File: src/rtl/irda_sir_pkg.sv
package irda_sir_pkg;

   typedef enum logic [1:0] {
      PS_IDLE   = 2'd0,
      PS_NORMAL = 2'd1,
      PS_LOWPWR = 2'd2
   } pulse_state_e;

   function automatic int unsigned cnt_width(input int unsigned n);
      return (n < 2) ? 1 : $clog2(n);
   endfunction

endpackage

File: src/rtl/irda_lp_ref.sv
module irda_lp_ref #(
   parameter int unsigned DIV_W = 8
) (
   input  logic             clk,
   input  logic             rst_n,
   input  logic             restart_i,
   input  logic [DIV_W-1:0] div_i,
   output logic             tick_o
);

   logic [DIV_W-1:0] cnt_q;
   logic [DIV_W-1:0] last_val;
   logic             div_zero;

   assign div_zero = (div_i == '0);
   assign last_val = div_i - {{(DIV_W-1){1'b0}}, 1'b1};
   assign tick_o   = !div_zero && (cnt_q == last_val);

   always_ff @(posedge clk or negedge rst_n) begin
      if (!rst_n) begin
         cnt_q <= '0;
      end else if (restart_i || div_zero || tick_o) begin
         cnt_q <= '0;
      end else begin
         cnt_q <= cnt_q + {{(DIV_W-1){1'b0}}, 1'b1};
      end
   end

endmodule

File: src/rtl/irda_sir_enc.sv
module irda_sir_enc
   import irda_sir_pkg::*;
#(
   parameter int unsigned OVS        = 16,
   parameter int unsigned NORM_TICKS = 3,
   parameter int unsigned LP_TICKS   = 3
) (
   input  logic clk,
   input  logic rst_n,
   input  logic en_i,
   input  logic lp_sel_i,
   input  logic div_ok_i,
   input  logic tick16_i,
   input  logic lp_tick_i,
   input  logic tx_bit_i,
   output logic pulse_o,
   output logic start_o
);

   localparam int unsigned PH_W   = cnt_width(OVS);
   localparam int unsigned MAXT   = (NORM_TICKS > LP_TICKS) ? NORM_TICKS : LP_TICKS;
   localparam int unsigned CNT_W  = cnt_width(MAXT + 1);
   localparam logic [PH_W-1:0]  PH_LAST   = PH_W'(OVS - 1);
   localparam logic [CNT_W-1:0] NORM_LAST = CNT_W'(NORM_TICKS - 1);
   localparam logic [CNT_W-1:0] LP_LAST   = CNT_W'(LP_TICKS - 1);

   logic [PH_W-1:0]  phase_q;
   logic [CNT_W-1:0] cnt_q;
   pulse_state_e     state_q;
   logic             start;

   always_ff @(posedge clk or negedge rst_n) begin
      if (!rst_n) begin
         phase_q <= '0;
      end else if (!en_i) begin
         phase_q <= '0;
      end else if (tick16_i) begin
         phase_q <= (phase_q == PH_LAST) ? '0 : phase_q + {{(PH_W-1){1'b0}}, 1'b1};
      end
   end

   assign start = en_i && tick16_i && (phase_q == '0) && !tx_bit_i
                  && (!lp_sel_i || div_ok_i);

   always_ff @(posedge clk or negedge rst_n) begin
      if (!rst_n) begin
         state_q <= PS_IDLE;
         cnt_q   <= '0;
      end else if (!en_i) begin
         state_q <= PS_IDLE;
         cnt_q   <= '0;
      end else if (start) begin
         state_q <= lp_sel_i ? PS_LOWPWR : PS_NORMAL;
         cnt_q   <= '0;
      end else begin
         unique case (state_q)
            PS_NORMAL: begin
               if (tick16_i) begin
                  if (cnt_q == NORM_LAST) begin
                     state_q <= PS_IDLE;
                     cnt_q   <= '0;
                  end else begin
                     cnt_q <= cnt_q + {{(CNT_W-1){1'b0}}, 1'b1};
                  end
               end
            end
            PS_LOWPWR: begin
               if (lp_tick_i) begin
                  if (cnt_q == LP_LAST) begin
                     state_q <= PS_IDLE;
                     cnt_q   <= '0;
                  end else begin
                     cnt_q <= cnt_q + {{(CNT_W-1){1'b0}}, 1'b1};
                  end
               end
            end
            default: begin
               state_q <= PS_IDLE;
               cnt_q   <= '0;
            end
         endcase
      end
   end

   assign pulse_o = (state_q != PS_IDLE);
   assign start_o = start;

endmodule

File: src/rtl/irda_sir_dec.sv
module irda_sir_dec
   import irda_sir_pkg::*;
#(
   parameter int unsigned OVS         = 16,
   parameter int unsigned SYNC_STAGES = 2
) (
   input  logic clk,
   input  logic rst_n,
   input  logic en_i,
   input  logic tick16_i,
   input  logic din_n_i,
   output logic bit_o
);

   localparam int unsigned HC_W = cnt_width(OVS);
   localparam logic [HC_W-1:0] HOLD_LAST = HC_W'(OVS - 1);

   logic [SYNC_STAGES-1:0] sync_q;
   logic                   light;
   logic                   light_q;
   logic                   light_edge;
   logic                   hold_q;
   logic [HC_W-1:0]        hcnt_q;

   genvar gi;
   generate
      for (gi = 0; gi < SYNC_STAGES; gi++) begin : g_sync
         if (gi == 0) begin : g_first
            always_ff @(posedge clk or negedge rst_n) begin
               if (!rst_n) sync_q[gi] <= 1'b1;
               else        sync_q[gi] <= din_n_i;
            end
         end else begin : g_next
            always_ff @(posedge clk or negedge rst_n) begin
               if (!rst_n) sync_q[gi] <= 1'b1;
               else        sync_q[gi] <= sync_q[gi-1];
            end
         end
      end
   endgenerate

   assign light      = !sync_q[SYNC_STAGES-1];
   assign light_edge = light && !light_q;

   always_ff @(posedge clk or negedge rst_n) begin
      if (!rst_n) light_q <= 1'b0;
      else        light_q <= light;
   end

   always_ff @(posedge clk or negedge rst_n) begin
      if (!rst_n) begin
         hold_q <= 1'b0;
         hcnt_q <= '0;
      end else if (!en_i) begin
         hold_q <= 1'b0;
         hcnt_q <= '0;
      end else if (light_edge) begin
         hold_q <= 1'b1;
         hcnt_q <= '0;
      end else if (hold_q && tick16_i) begin
         if (hcnt_q == HOLD_LAST) begin
            hold_q <= 1'b0;
            hcnt_q <= '0;
         end else begin
            hcnt_q <= hcnt_q + {{(HC_W-1){1'b0}}, 1'b1};
         end
      end
   end

   assign bit_o = !hold_q;

endmodule

File: src/rtl/irda_sir_codec.sv
module irda_sir_codec #(
   parameter int unsigned DIV_W       = 8,
   parameter int unsigned OVS         = 16,
   parameter int unsigned NORM_TICKS  = 3,
   parameter int unsigned LP_TICKS    = 3,
   parameter int unsigned SYNC_STAGES = 2,
   parameter bit          LP_EN       = 1'b1
) (
   input  logic             clk,
   input  logic             rst_n,
   input  logic             sir_en,
   input  logic             lp_mode,
   input  logic             loopback,
   input  logic [DIV_W-1:0] lp_div,
   input  logic             tick16,
   input  logic             tx_bit,
   input  logic             wire_rx,
   input  logic             ir_rx,
   output logic             ir_tx,
   output logic             rx_bit,
   output logic             wire_tx,
   output logic             div_invalid
);

   initial begin
      assert (OVS >= 4) else $error("OVS must be at least 4");
      assert (NORM_TICKS >= 1 && NORM_TICKS < OVS) else $error("NORM_TICKS out of range");
      assert (LP_TICKS >= 1) else $error("LP_TICKS must be at least 1");
      assert (SYNC_STAGES >= 2) else $error("SYNC_STAGES must be at least 2");
      assert (DIV_W >= 2) else $error("DIV_W must be at least 2");
   end

   logic lp_sel;
   logic div_ok;
   logic lp_tick;
   logic enc_start;
   logic enc_pulse;
   logic dec_in_n;
   logic dec_bit;
   logic inval_q;

   assign lp_sel = LP_EN && lp_mode;
   assign div_ok = (lp_div != '0);

   generate
      if (LP_EN) begin : g_lp
         irda_lp_ref #(.DIV_W(DIV_W)) u_lp_ref (
            .clk       (clk),
            .rst_n     (rst_n),
            .restart_i (enc_start),
            .div_i     (lp_div),
            .tick_o    (lp_tick)
         );
      end else begin : g_no_lp
         assign lp_tick = 1'b0;
      end
   endgenerate

   irda_sir_enc #(
      .OVS        (OVS),
      .NORM_TICKS (NORM_TICKS),
      .LP_TICKS   (LP_TICKS)
   ) u_enc (
      .clk       (clk),
      .rst_n     (rst_n),
      .en_i      (sir_en),
      .lp_sel_i  (lp_sel),
      .div_ok_i  (div_ok),
      .tick16_i  (tick16),
      .lp_tick_i (lp_tick),
      .tx_bit_i  (tx_bit),
      .pulse_o   (enc_pulse),
      .start_o   (enc_start)
   );

   assign dec_in_n = loopback ? !enc_pulse : ir_rx;

   irda_sir_dec #(
      .OVS         (OVS),
      .SYNC_STAGES (SYNC_STAGES)
   ) u_dec (
      .clk      (clk),
      .rst_n    (rst_n),
      .en_i     (sir_en),
      .tick16_i (tick16),
      .din_n_i  (dec_in_n),
      .bit_o    (dec_bit)
   );

   always_ff @(posedge clk or negedge rst_n) begin
      if (!rst_n) inval_q <= 1'b0;
      else        inval_q <= lp_sel && !div_ok;
   end

   assign ir_tx       = enc_pulse;
   assign wire_tx     = sir_en ? 1'b1 : tx_bit;
   assign rx_bit      = sir_en ? dec_bit : (loopback ? tx_bit : wire_rx);
   assign div_invalid = inval_q;

endmodule

File: config.mk
export PLATFORM = sky130hd
export DESIGN_NAME = irda_sir_codec
export DESIGN_NICKNAME = d
export VERILOG_FILES = /design/src/rtl/irda_sir_pkg.sv /design/src/rtl/irda_lp_ref.sv /design/src/rtl/irda_sir_enc.sv /design/src/rtl/irda_sir_dec.sv /design/src/rtl/irda_sir_codec.sv
export SDC_FILE = /design/constraint.sdc
export NUM_CORES = 1
export LEC_CHECK = 0
export BUFFER_PORTS_ARGS = -buffer_cell sky130_fd_sc_hd__buf_2
export CAP_MARGIN = 0
export CORE_AREA = 2 2 61 63
export CTS_BUF_LIST = sky130_fd_sc_hd__clkbuf_2 sky130_fd_sc_hd__clkbuf_4 sky130_fd_sc_hd__clkbuf_8
export DETAILED_ROUTE_END_ITERATION = 6
export DIE_AREA = 0 0 63 65
export GPL_TIMING_DRIVEN = 0
export HOLD_SLACK_MARGIN = 0.05
export PLACE_DENSITY = 0.68
export SLEW_MARGIN = 20
export SYNTH_ARGS = -nofsm -noshare
export SYNTH_HDL_FRONTEND = slang
export SYNTH_HIERARCHICAL = 1
export SYNTH_SLANG_ARGS = --single-unit
export TNS_END_PERCENT = 1
File: constraint.sdc
create_clock -name clk -period 3.42 [get_ports clk]
set_clock_uncertainty 0.1 [all_clocks]
set_input_delay 0.513 -clock clk [delete_from_list [all_inputs] [get_ports clk]]
set_output_delay 0.513 -clock clk [all_outputs]
set_load 0.02 [all_outputs]
Yosys cells after proc, flatten, opt, wreduce, memory -nomap -nowiden

Index checks and enable logic that the tools add are counted.

$lt $le $gt $ge: 0
Equal/unequal tests: 11
Add/sub/neg operators: 5
Multiply operators: 0
Reduce and logical (&&, ||, !) cells: 25
Multiplexer cells: 29
Shift operators: 0
Divide/modulo/power cells: 0
Bitwise operators: 0

Operators by type and width:

| kind                                                   | count |
|---|---|
| two-way mux 4 bit                                      | 7 |
| two-way mux 2 bit                                      | 11 |
| adder 4 x 1 -> 4 bit (second input constant)           | 2 |
| adder 8 x 1 -> 8 bit (second input constant)           | 1 |
| equality test 4 bit (second input constant)            | 2 |
| equality test 8 bit                                    | 1 |
| logical AND 1 bit                                      | 8 |
| zero test 1 bit                                        | 8 |
| zero test 8 bit                                        | 1 |
| two-way mux 1 bit                                      | 8 |
| two-way mux 8 bit                                      | 1 |
| inequality test 4 bit (second input constant)          | 2 |
| one-hot mux 2 bit (2 select lines)                     | 2 |
| nonzero test 8 bit                                     | 1 |
| subtractor 8 x 1 -> 8 bit (second input constant)      | 1 |
| inequality test 3 x 1 -> 1 bit (second input constant) | 2 |
| equality test 2 bit (second input constant)            | 2 |
| zero test 4 bit                                        | 1 |
| AND reduction 2 bit                                    | 2 |
| logical OR 1 bit                                       | 3 |
| adder 2 x 1 -> 2 bit (second input constant)           | 1 |
| equality test 2 x 1 -> 1 bit (second input constant)   | 1 |
| inequality test 2 x 1 -> 1 bit (second input constant) | 1 |
| nonzero test 2 bit                                     | 1 |

Input port bits: 17
Memories kept: 0
Output and inout bits: 4
Word-level logic and storage cells: 80
Memory bits (read-only): 0
Flip-flop bits (word level): 25
Bits in latches: 0
Bits in writable memories: 0

Depth between registers and ports, before layout

Depth in word-level cells: 7
Mapped depth: 11
Depth with buffers taken out: 11

Modules after synthesis

The synthesis kept the hierarchy.

Modules (own cells, without submodules):

| module         | instances | area an instance (sq um) | cells an instance |
|---|---|---|---|
| irda_lp_ref    | 1         | 705.7                    | 76 |
| irda_sir_enc   | 1         | 511.7                    | 51 |
| irda_sir_dec   | 1         | 331.6                    | 31 |
| irda_sir_codec | 1         | 98.8                     | 11 |

Worst setup path before layout

OpenSTA, ideal clock, no wires.

Path kind: input -> register
From: input port lp_div[0]
To: register u_enc.cnt_q[0]
Library setup time: 0.134 ns
Slack: 0.587 ns
Data arrival time: 2.599 ns
Stages: 11
Required time: 3.186 ns
Buffers on the path: 0
Path through: inv_1 ha_1 nor2b_2 a21oi_1 nor3b_1 a2111oi_4 and2_1 nor2b_1 o21ai_0 mux2i_1 nor2_1

Word-level cells in the longest chain between the ends: 5
Elaborated cells on any way between the ends: 13

Ends and longest elaborated chain:

| item                                                                | RTL line                             | RTL |
|---|---|---|
| from (decl)                                                         | irda_sir_codec.sv:14                 | `input logic [DIV_W-1:0] lp_div,` |
| subtractor 8 x 1 -> 8 bit / zero test 8 bit (equally long branches) | irda_lp_ref.sv:16, irda_lp_ref.sv:15 |  |
| equality test 8 bit / zero test 1 bit (equally long branches)       | irda_lp_ref.sv:17                    | `assign tick_o = !div_zero && (cnt_q == last_val);` |
| logical AND 1 bit (*)                                               | irda_lp_ref.sv:17                    |  |
| net lp_tick                                                         | irda_sir_codec.sv:35                 | `logic lp_tick;` |
| inequality test 4 bit (no source line) (*)                          | -                                    |  |
| AND reduction 2 bit (no source line) (*)                            | -                                    |  |
| to (signal assigned)                                                | irda_sir_enc.sv:63                   | `cnt_q <= cnt_q + {{(CNT_W-1){1'b0}}, 1'b1};` |
| to (signal assigned)                                                | irda_sir_enc.sv:73                   | `cnt_q <= cnt_q + {{(CNT_W-1){1'b0}}, 1'b1};` |
| to (decl)                                                           | irda_sir_enc.sv:28                   | `logic [CNT_W-1:0] cnt_q;` |

The timed path passes the listed nets; every way through them passes the cells marked *.
A chain may end at the register's enable or synchronous reset.

Worst setup path in the final report

From: input port lp_div[0]
To: register u_enc.state_q[1]

Word-level cells in the longest chain between the ends: 5
Elaborated cells on any way between the ends: 13

Ends and longest elaborated chain:

| item                                                                | RTL line                             | RTL |
|---|---|---|
| subtractor 8 x 1 -> 8 bit / zero test 8 bit (equally long branches) | irda_lp_ref.sv:16, irda_lp_ref.sv:15 |  |
| equality test 8 bit / zero test 1 bit (equally long branches)       | irda_lp_ref.sv:17                    |  |
| logical AND 1 bit (*)                                               | irda_lp_ref.sv:17                    |  |
| net lp_tick                                                         | irda_sir_codec.sv:35                 |  |
| inequality test 4 bit (no source line) (*)                          | -                                    |  |
| AND reduction 2 bit (no source line) (*)                            | -                                    |  |
| to (signal assigned)                                                | irda_sir_enc.sv:53                   | `state_q <= lp_sel_i ? PS_LOWPWR : PS_NORMAL;` |
| to (decl)                                                           | irda_sir_enc.sv:29                   | `pulse_state_e state_q;` |

Marked as above.

==> metrics.txt <==
Initial Utilization 0.471; Fin. Hold Viols 0; total track usage 0.164; CP Launch Type input pin; # DRC 0; Final TNS setup 0 ns; fmax 329 MHz; Seq/Total Area, Yosys 0.381; R2R setup slack approximately 0.60 ns; CTS tree built; Die Area between 4000 and 5000 um^2; Max-slew headroom 0.619; Max FO, Critical Path 9; Cells after Synth 169; Worst Setup SP lp_div[0]; top_reg_cell synth dfrtp_1; worst ir drop on vdd 0.270 mV; Worst R2R Start g_lp.u_lp_ref/cnt_q[2]$_DFF_PN0_; Final setup viols 0; cell area after synthesis roughly 1600 um^2; largest area contributor in the netlist dfrtp_1; Die Ht approximately 65 um; Die Width roughly 63 um; fin. max-slew vios 0; PostCTS Resize Cnt 0; grt ovf 0; Worst-Margin Slew ~0.57 ns; commonest non-fill, non-tap cells in the layout dfrtp_1 (23), buf_2 (21), inv_1 (14); Final GP Congestion 0.811; RSZ-0062 raised after global routing false; part of the cycle the worst path needs 0.889; worst-skew pair later-pin latency between 0.3 and 0.4 ns; max_cap viols 0; P&R area growth vs syn 11.5%; Multi-input gate area roughly 960 um^2; syn nets between 150 and 200; post-synthesis cell type count 43; warnings from Yosys 6; Setup Buffers After CTS 0; Cell Rows 22; CTS hold repair buffers 0; top-area cell type share of the netlist area 0.349; clock root buffer clkbuf_4; DRT iter0 DRCs 94; run status finished clean; diode count 0; initial antenna violation count 0; final worst setup slack roughly 0.38 ns; total CTS buffers 3; register area between 600 and 700 um^2; crit path to u_enc/state_q[1]$_DFFE_PN0P_; Tot Pwr 768 uW; synthesized flop and latch total 25; CP Data Arrival Time roughly 3.1 ns; fillers 356; Clock Path Buffers 2; Critical Path RT approximately 3.5 ns; EDFF count, synth 0; pin count of the biggest net entering global routing 26; WS Path Type in2reg; vias in the first global route 1243; layout cells sized above 1 0.202; core box area 3500 um^2; Detailed Routing Iterations Pass 1 4; WL per Instance about 13 um; ys async rst share 1.00; Setup WS pre-CTS approximately 0.023 ns; vias per cell about 5.4; Port Buffer Count 20; Syn Area/Cell approximately 10 um^2; nets 220; CTS sink cnt 25; CTS clk-pin slew, worst paths between 0.1 and 0.15 ns; Final Critical Period about 3.0 ns; HP Class in2async; htree depth 1; synth top area cells dfrtp_1 (35%), ha_1 (6.8%), xnor2_1 (4.8%); Pwr per Cell Area about 420 nW/um^2; Vias 1309; R2R depth 10; Post-DRT Antenna Nets 0; drt total wl 3170 um; first-pass GRT wire length 5400 um; leakage power a little under 0.0008 uW; post-DP HPWL ~2500 um; reg-to-reg endpoint u_enc/state_q[1]$_DFFE_PN0P_; leading cell type in the layout, fill and taps excluded dfrtp_1; io pins 21; CP Capture Type register
[registers in the layout, summed over array words and instances, names as in the netlist]
register and count:
g_lp.u_lp_ref/cnt_q 8, u_dec/hcnt_q 4, u_enc/phase_q 4, u_dec/sync_q 2
u_enc/cnt_q 2, u_enc/state_q 2, div_invalid 1, u_dec/hold_q 1
u_dec/light_q 1
[cell type report]
| class | count | share of cell area |
|---|---|---|
| Multi-Input combinational cell | 129 | 0.523 |
| Sequential cell | 25 | 0.342 |
| Timing Repair Buffer | 20 | 0.0545 |
| Tap cell | 48 | 0.0327 |
| Inverter | 14 | 0.0286 |
| Clock buffer | 3 | 0.0123 |
| Clock inverter | 1 | 0.00408 |
| Buffer | 1 | 0.00272 |
[where the power goes]
group | leakage, uW | total [uW] | switching [uW] | internal [uW]
Sequential | 0.000330 | 384 | 47.9 | 336
Combinational | 0.000447 | 247 | 134 | 113
Clock | 0.0000139 | 137 | 93.0 | 44.5
[worst min path at each step]
stage                         startpoint                           end  slack [ns]  cells past startpoint
2_1_floorplan                      rst_n         div_invalid$_DFF_PN0_        0.12                      0
3_3_place_gp   u_dec/sync_q[0]$_DFF_PN1_     u_dec/sync_q[1]$_DFF_PN1_        0.25                      0
3_5_place_dp   u_dec/sync_q[0]$_DFF_PN1_     u_dec/sync_q[1]$_DFF_PN1_        0.25                      0
4_1_cts                            rst_n  u_enc/phase_q[0]$_DFFE_PN0P_        0.08                      1
5_1_grt                            rst_n  u_enc/phase_q[2]$_DFFE_PN0P_        0.09                      1
6_report                           rst_n    u_enc/cnt_q[1]$_DFFE_PN0P_        0.06                      1
[cells in the mapped netlist (2+ instances only)]
cell type,instances
dfrtp_1,23
inv_1,14
nand2_1,12
nor2_1,10
ha_1,9
nand3_1,9
xnor2_1,9
a211oi_1,8
a21oi_1,8
nor2b_1,6
xor2_1,6
mux2i_1,5
o21ai_0,5
a41oi_1,3
and2_1,3
nor3_1,3
o31ai_1,3
dfstp_2,2
nand4_1,2
nor2b_2,2
nor4_2,2
o211ai_1,2
o21a_1,2
or3_1,2
[stage by stage]
step                      cell area (um^2)  cells   util  hold slack (ns)
after floorplan                       1650    169      -            0.117
after global placement                1810    237  0.517            0.246
after detailed placement              1810    237  0.517            0.252
after CTS                             1840    241  0.526           0.0791
after global routing                  1840    241  0.526           0.0921
final                                 1840    241  0.526           0.0567
[critical path, stage by stage]
cell       delay (ns)
buf_2            0.15
inv_1            0.08
ha_1             0.28
nor2b_2          0.19
a21oi_1          0.29
nor3b_1          0.13
a2111oi_4        0.59
and2_1           0.22
nor2b_1          0.06
o21ai_0          0.35
o21a_1           0.21
o31ai_1          0.07
[kinds of logic after synthesis]
| kind of cell | Yosys count | synth area share |
|---|---|---|
| XOR/XNOR | 15 | 0.0797 |
| flip-flops | 25 | 0.381 |
| AND/OR/NAND/NOR | 59 | 0.213 |
| AO/OA/AOI/OAI | 40 | 0.184 |
| adder cells (fa/ha/maj) | 9 | 0.0683 |
| multiplexers | 6 | 0.0387 |
| buffers and inverters | 15 | 0.0349 |
[layer usage]
metal	part of all wire	GRT usage	up-vias
li1	-	-	655
met1	0.46	0.209	634
met2	0.50	0.291	16
met3	0.027	0.0243	4
met4	0.010	0.0389	0
met5	0	0	-
Note: power is estimated with default switching activity, not from simulation.
